==> config.mk <==
export PLATFORM = sky130hd
export DESIGN_NAME = smi_trigger
export DESIGN_NICKNAME = d
export VERILOG_FILES = /design/src/rtl/smi_trigger.sv
export SDC_FILE = /design/constraint.sdc
export NUM_CORES = 1
export LEC_CHECK = 0
export BUFFER_PORTS_ARGS = -buffer_cell sky130_fd_sc_hd__buf_2
export CORE_UTILIZATION = 55
export DETAILED_ROUTE_END_ITERATION = 8
export PLACE_DENSITY = 0.77
export RECOVER_POWER = 100
export SYNTH_ARGS = -nofsm -noshare
export SYNTH_HDL_FRONTEND = slang
export SYNTH_SLANG_ARGS = --single-unit
==> constraint.sdc <==
create_clock -name clk -period 3.4 [get_ports clk]
set_input_delay 0.34 -clock clk [delete_from_list [all_inputs] [get_ports clk]]
set_output_delay 0.34 -clock clk [all_outputs]
set_load 0.01 [all_outputs]
==> src/rtl/smi_trigger.sv <==
module smi_trigger #(
  parameter int ADDR_W      = 3,
  parameter int TICK_CYCLES = 7000,
  parameter int IRQ_W       = 16
) (
  input  logic              clk,
  input  logic              rst_n,
  input  logic              wr_en,
  input  logic [ADDR_W-1:0] addr,
  input  logic [7:0]        wdata,
  output logic [7:0]        rdata,
  output logic              smi_o,
  output logic [IRQ_W-1:0]  irq_o,
  output logic              blocked_o
);

  localparam int PRE_W = $clog2(TICK_CYCLES + 1);
  localparam logic [PRE_W-1:0] PRE_LAST = PRE_W'(TICK_CYCLES - 1);
  localparam logic [ADDR_W-1:0] A_CTRL = ADDR_W'(0);
  localparam logic [ADDR_W-1:0] A_CPU  = ADDR_W'(1);
  localparam logic [ADDR_W-1:0] A_SRC  = ADDR_W'(2);
  localparam logic [ADDR_W-1:0] A_CNT  = ADDR_W'(3);
  localparam logic [ADDR_W-1:0] A_TRIG = ADDR_W'(4);
  localparam logic [ADDR_W-1:0] A_STL  = ADDR_W'(5);
  localparam logic [ADDR_W-1:0] A_STH  = ADDR_W'(6);
  localparam logic [7:0] CPU_MASK = 8'h9F;

  logic [7:0]       ctrl_q, cpu_q, src_q, cnt_q;
  logic [PRE_W-1:0] pre_q;
  logic             run_q, blk_q, stat_q, smi_q;
  logic [IRQ_W-1:0] irq_q;
  logic [IRQ_W-1:0] irq_sel;

  wire w_ctrl = wr_en && addr == A_CTRL;
  wire w_cpu  = wr_en && addr == A_CPU;
  wire w_src  = wr_en && addr == A_SRC;
  wire w_cnt  = wr_en && addr == A_CNT;
  wire w_trig = wr_en && addr == A_TRIG;
  wire w_stl  = wr_en && addr == A_STL;

  wire fire    = w_trig && wdata[0] && !blk_q && ctrl_q[7] && src_q[4];
  wire restart = w_trig && wdata[1] && cnt_q >= 8'd2;
  wire tick    = run_q && pre_q == PRE_LAST;
  wire release_blk = !w_cnt && !restart && tick && cnt_q == 8'd2;
  wire ack     = w_stl && wdata[4];

  always_comb begin
    irq_sel = '0;
    case (cpu_q[1:0])
      2'd0:    irq_sel[10] = 1'b1;
      2'd1:    irq_sel[11] = 1'b1;
      2'd2:    irq_sel[12] = 1'b1;
      default: irq_sel[15] = 1'b1;
    endcase
  end

  always_ff @(posedge clk or negedge rst_n) begin
    if (!rst_n) begin
      ctrl_q <= '0;
      cpu_q  <= '0;
      src_q  <= '0;
    end else begin
      if (w_ctrl) ctrl_q <= wdata;
      if (w_cpu)  cpu_q  <= wdata & CPU_MASK;
      if (w_src)  src_q  <= wdata;
    end
  end

  always_ff @(posedge clk or negedge rst_n) begin
    if (!rst_n) begin
      cnt_q <= '0;
      run_q <= 1'b0;
      pre_q <= '0;
    end else if (w_cnt) begin
      cnt_q <= wdata;
      run_q <= wdata >= 8'd2;
      pre_q <= '0;
    end else if (restart) begin
      run_q <= 1'b1;
      pre_q <= '0;
    end else if (run_q) begin
      if (tick) begin
        pre_q <= '0;
        if (cnt_q == 8'd2) begin
          cnt_q <= '0;
          run_q <= 1'b0;
        end else begin
          cnt_q <= cnt_q - 8'd1;
        end
      end else begin
        pre_q <= pre_q + 1'b1;
      end
    end
  end

  always_ff @(posedge clk or negedge rst_n) begin
    if (!rst_n) begin
      blk_q  <= 1'b0;
      stat_q <= 1'b0;
      smi_q  <= 1'b0;
      irq_q  <= '0;
    end else begin
      if (fire)             blk_q <= 1'b1;
      else if (release_blk) blk_q <= 1'b0;
      if (fire)     stat_q <= 1'b1;
      else if (ack) stat_q <= 1'b0;
      if (fire && !ctrl_q[4]) smi_q <= 1'b1;
      else if (ack)           smi_q <= 1'b0;
      irq_q <= (fire && ctrl_q[4]) ? irq_sel : '0;
    end
  end

  always_comb begin
    case (addr)
      A_CTRL:  rdata = ctrl_q;
      A_CPU:   rdata = cpu_q;
      A_SRC:   rdata = src_q;
      A_CNT:   rdata = cnt_q;
      A_STL:   rdata = {3'b000, stat_q, 4'b0000};
      A_STH:   rdata = 8'h00;
      default: rdata = 8'h00;
    endcase
  end

  assign smi_o     = smi_q;
  assign irq_o     = irq_q;
  assign blocked_o = blk_q;

endmodule

==> impl_results.md <==
* Sw frac at 29.6%
* First-pass GRT wire length at 9640 um
* Clk_skew at a little under 0.008 ns
* Fmax at 380 MHz
* Post-Synthesis Cell Area at approximately 2800 um2
* Via density per instance at 5.79
* Flop pwr share at between 50% and 60%
* DR WL/cell at 15.6 um
* # rows at 25
* Worst R2R Path Depth at 5
* TNS Setup at 0 ns
* Synth top area cells: dfrtp_1 (46%), mux2_2 (8.1%), mux4_2 (4.9%)
* Critical path launch point type: register
* Vias at roughly 2100
* Full die area at 5320 um2
* Top cells by count, synth: dfrtp_1 (51), nand2_1 (30), nor2_1 (21)
* Status: finished, final reports clean
* Core area at approximately 4800 um2
* Leakage at 1.28 nW
* Peak supply drop at ~0.32 mV
* Largest net degree at the start of global routing at 32
* Final setup vio count at 0
* Distinct cells, synth at 44
* Dpl cell area at 2920 um2
* Clock power frac at 27.6%
* Most common cell in the netlist: dfrtp_1
* Req. time, crit path at 3.61 ns
* Crit Path Class: register to register
* Clk pin slew, worst setup/hold paths at about 0.090 ns
* Post-synth ARST share at 100%
* Routed Antenna Nets at 0
* Max-cap viol count at 0
* Final Max Slew Viols at 0
* CP startpoint: run_q
* # DRC at 0
* Inserted Clock Buffers at 5
* Initial core utilization at 57.8%
* Worst Path Max Fanout at 15
* CP Capture Type: register
* Antenna violations before repair at 0
* Worst Hold Class: input pin to register
* Pint at roughly 1.1 mW
* Final Hold Vio Count at 0
* Final worst-path cycle share at 77.4%
* Yosys reg bits at 51
* Worst slew margin at 10.1%
* Hold path depth at 2
* Worst R2R Start: run_q
* Overflow after GRT at 0
* Crit path time final at 2.63 ns
* Synth Instances at between 200 and 300
* # IOs at 40
* Worst skew pair latency at 0.30 ns
* CTS Sinks at 51
* Clock buffer depth at 2
* Critical Path AT at around 2.9 ns
* Die Width at approximately 73 um
* Layout Nets at 318
* Drt initial violations at roughly 230
* Vias in the first global route at 1995
* Combinational Power Share at between 20% and 30%
* Diodes inserted at 0
* Net switching power at ~0.47 mW
* Routed wire length at 5750 um
* Slew @ Worst Pin at ~1.3 ns
* CTS Root Cell: clkbuf_8
* Die height at 72.9 um
* Drt pass-1 iters at 4
* Main synth FF type: dfrtp_1
* Dpl hpwl at roughly 4000 um
* Gr usage total at 23.7%
* Area leader, netlist: dfrtp_1
* CTS H-tree depth at 2
* Worst Hold Launch: wdata[6]
* Sequential share of the synthesized area at a little under half
* RSZ-0062 raised after global routing: false
* EDFF count, synth at 0
* Power Density at 531 nW/um2
* Layout Area Growth over Synthesis at 8.33%
* Buffers on Ports at 27
* Synth top area share at 46.2%
* CTS tree: built
* Final non-filler cell area at about 3000 um2
* Gpl congestion at about 0.89
* Post-CTS Resized at 0
* Yosys warns at 0
* Syn_area_per_cell at 10.1 um2
* Share of layout cells above drive strength 1 at around 17%
-- stage by stage --
step | total power [mW] | util [%] | hold WS (ns) | std cells | setup slack [ns]
after global routing | 1.68 | 62.6 | 0.299 | 369 | 0.636
after detailed placement | 1.17 | 60.9 | 0.317 | 360 | 1.20
after CTS | 1.61 | 63.7 | 0.295 | 369 | 1.16
after floorplan | 1.06 | - | 0.0444 | 285 | 1.48
after global placement | 1.15 | 60.9 | 0.321 | 360 | 1.21
final | 1.59 | 62.6 | 0.297 | 369 | 0.767
-- critical path, stage by stage (launching register included) --
cell	delay (ns)
dfrtp_1	0.61
nand4bb_1	0.17
nor4_1	0.82
nand3_2	0.23
or4_1	0.52
a31oi_1	0.21
-- logic make-up after synthesis --
kind of cell	synth area share, %
other	0.136
DFF	46.2
muxes	13.8
AOI/OAI and AO/OA	8.10
and+or+nand+nor	23.7
xor gates and xnor gates	0.950
buffers and inverters	5.88
adders and majority gates	1.36
-- cells in the final DEF, fill, tap and decap left out, types with 11 or more instances in the layout --
master and n:
a21oi_1 12, buf_2 11, clkbuf_1 17, conb_1 12, dfrtp_1 51, mux2_2 19
nand2_1 30, nor2_1 21, nor3_1 14, o21ai_0 14
-- power groups by stage --
stage | clock network [mW] | registers, mW | logic (mW)
after floorplan | 0 | 0.799 | 0.264
after global placement | 0 | 0.823 | 0.327
after detailed placement | 0 | 0.829 | 0.338
after CTS | 0.449 | 0.817 | 0.342
after global routing | 0.469 | 0.834 | 0.381
final | 0.439 | 0.821 | 0.330
-- repair_timing --
item | in CTS | in global routing
setup buffers | 0 | 0
endpoints found under the hold margin | 20 | 0
hold buffers | 1 | 0
-- worst paths after layout --
path / endpoint / slack [ns]
setup / recovery: cnt_q[6] / 0.77
hold / removal: src_q[6] / 0.30
hold reg to reg: smi_o / 0.49
max in group asynchronous: cnt_q[4] / 1.32
setup reg to reg: cnt_q[6] / 0.77
min in group asynchronous: src_q[6] / 0.76
-- cell type report --
| cell class | count | area, um2 |
|---|---|---|
| fill | 407 | 1790 |
| multi-input combinational | 203 | 1340 |
| sequential | 51 | 1280 |
| timing repair buffer | 30 | 134 |
| tap | 67 | 83.8 |
| clock buffer | 6 | 82.6 |
| clock inverter | 2 | 38.8 |
| inverter | 10 | 37.5 |
-- registers in the layout (all words and copies together), names as in the netlist --
register / count
src_q: 8
stat_q: 1
pre_q: 13
ctrl_q: 8
cnt_q: 8
smi_o: 1
run_q: 1
blocked_o: 1
cpu_q: 6
irq_o: 4
-- metal layers --
layer	wire (um)	vias to the layer above	global-route usage (%)
met5	0	-	0
met4	68	0	7.19
met3	266	6	5.11
met2	2780	64	37.0
met1	2630	1055	33.3
li1	-	1013	-
Power figures use the tool's default switching activity.
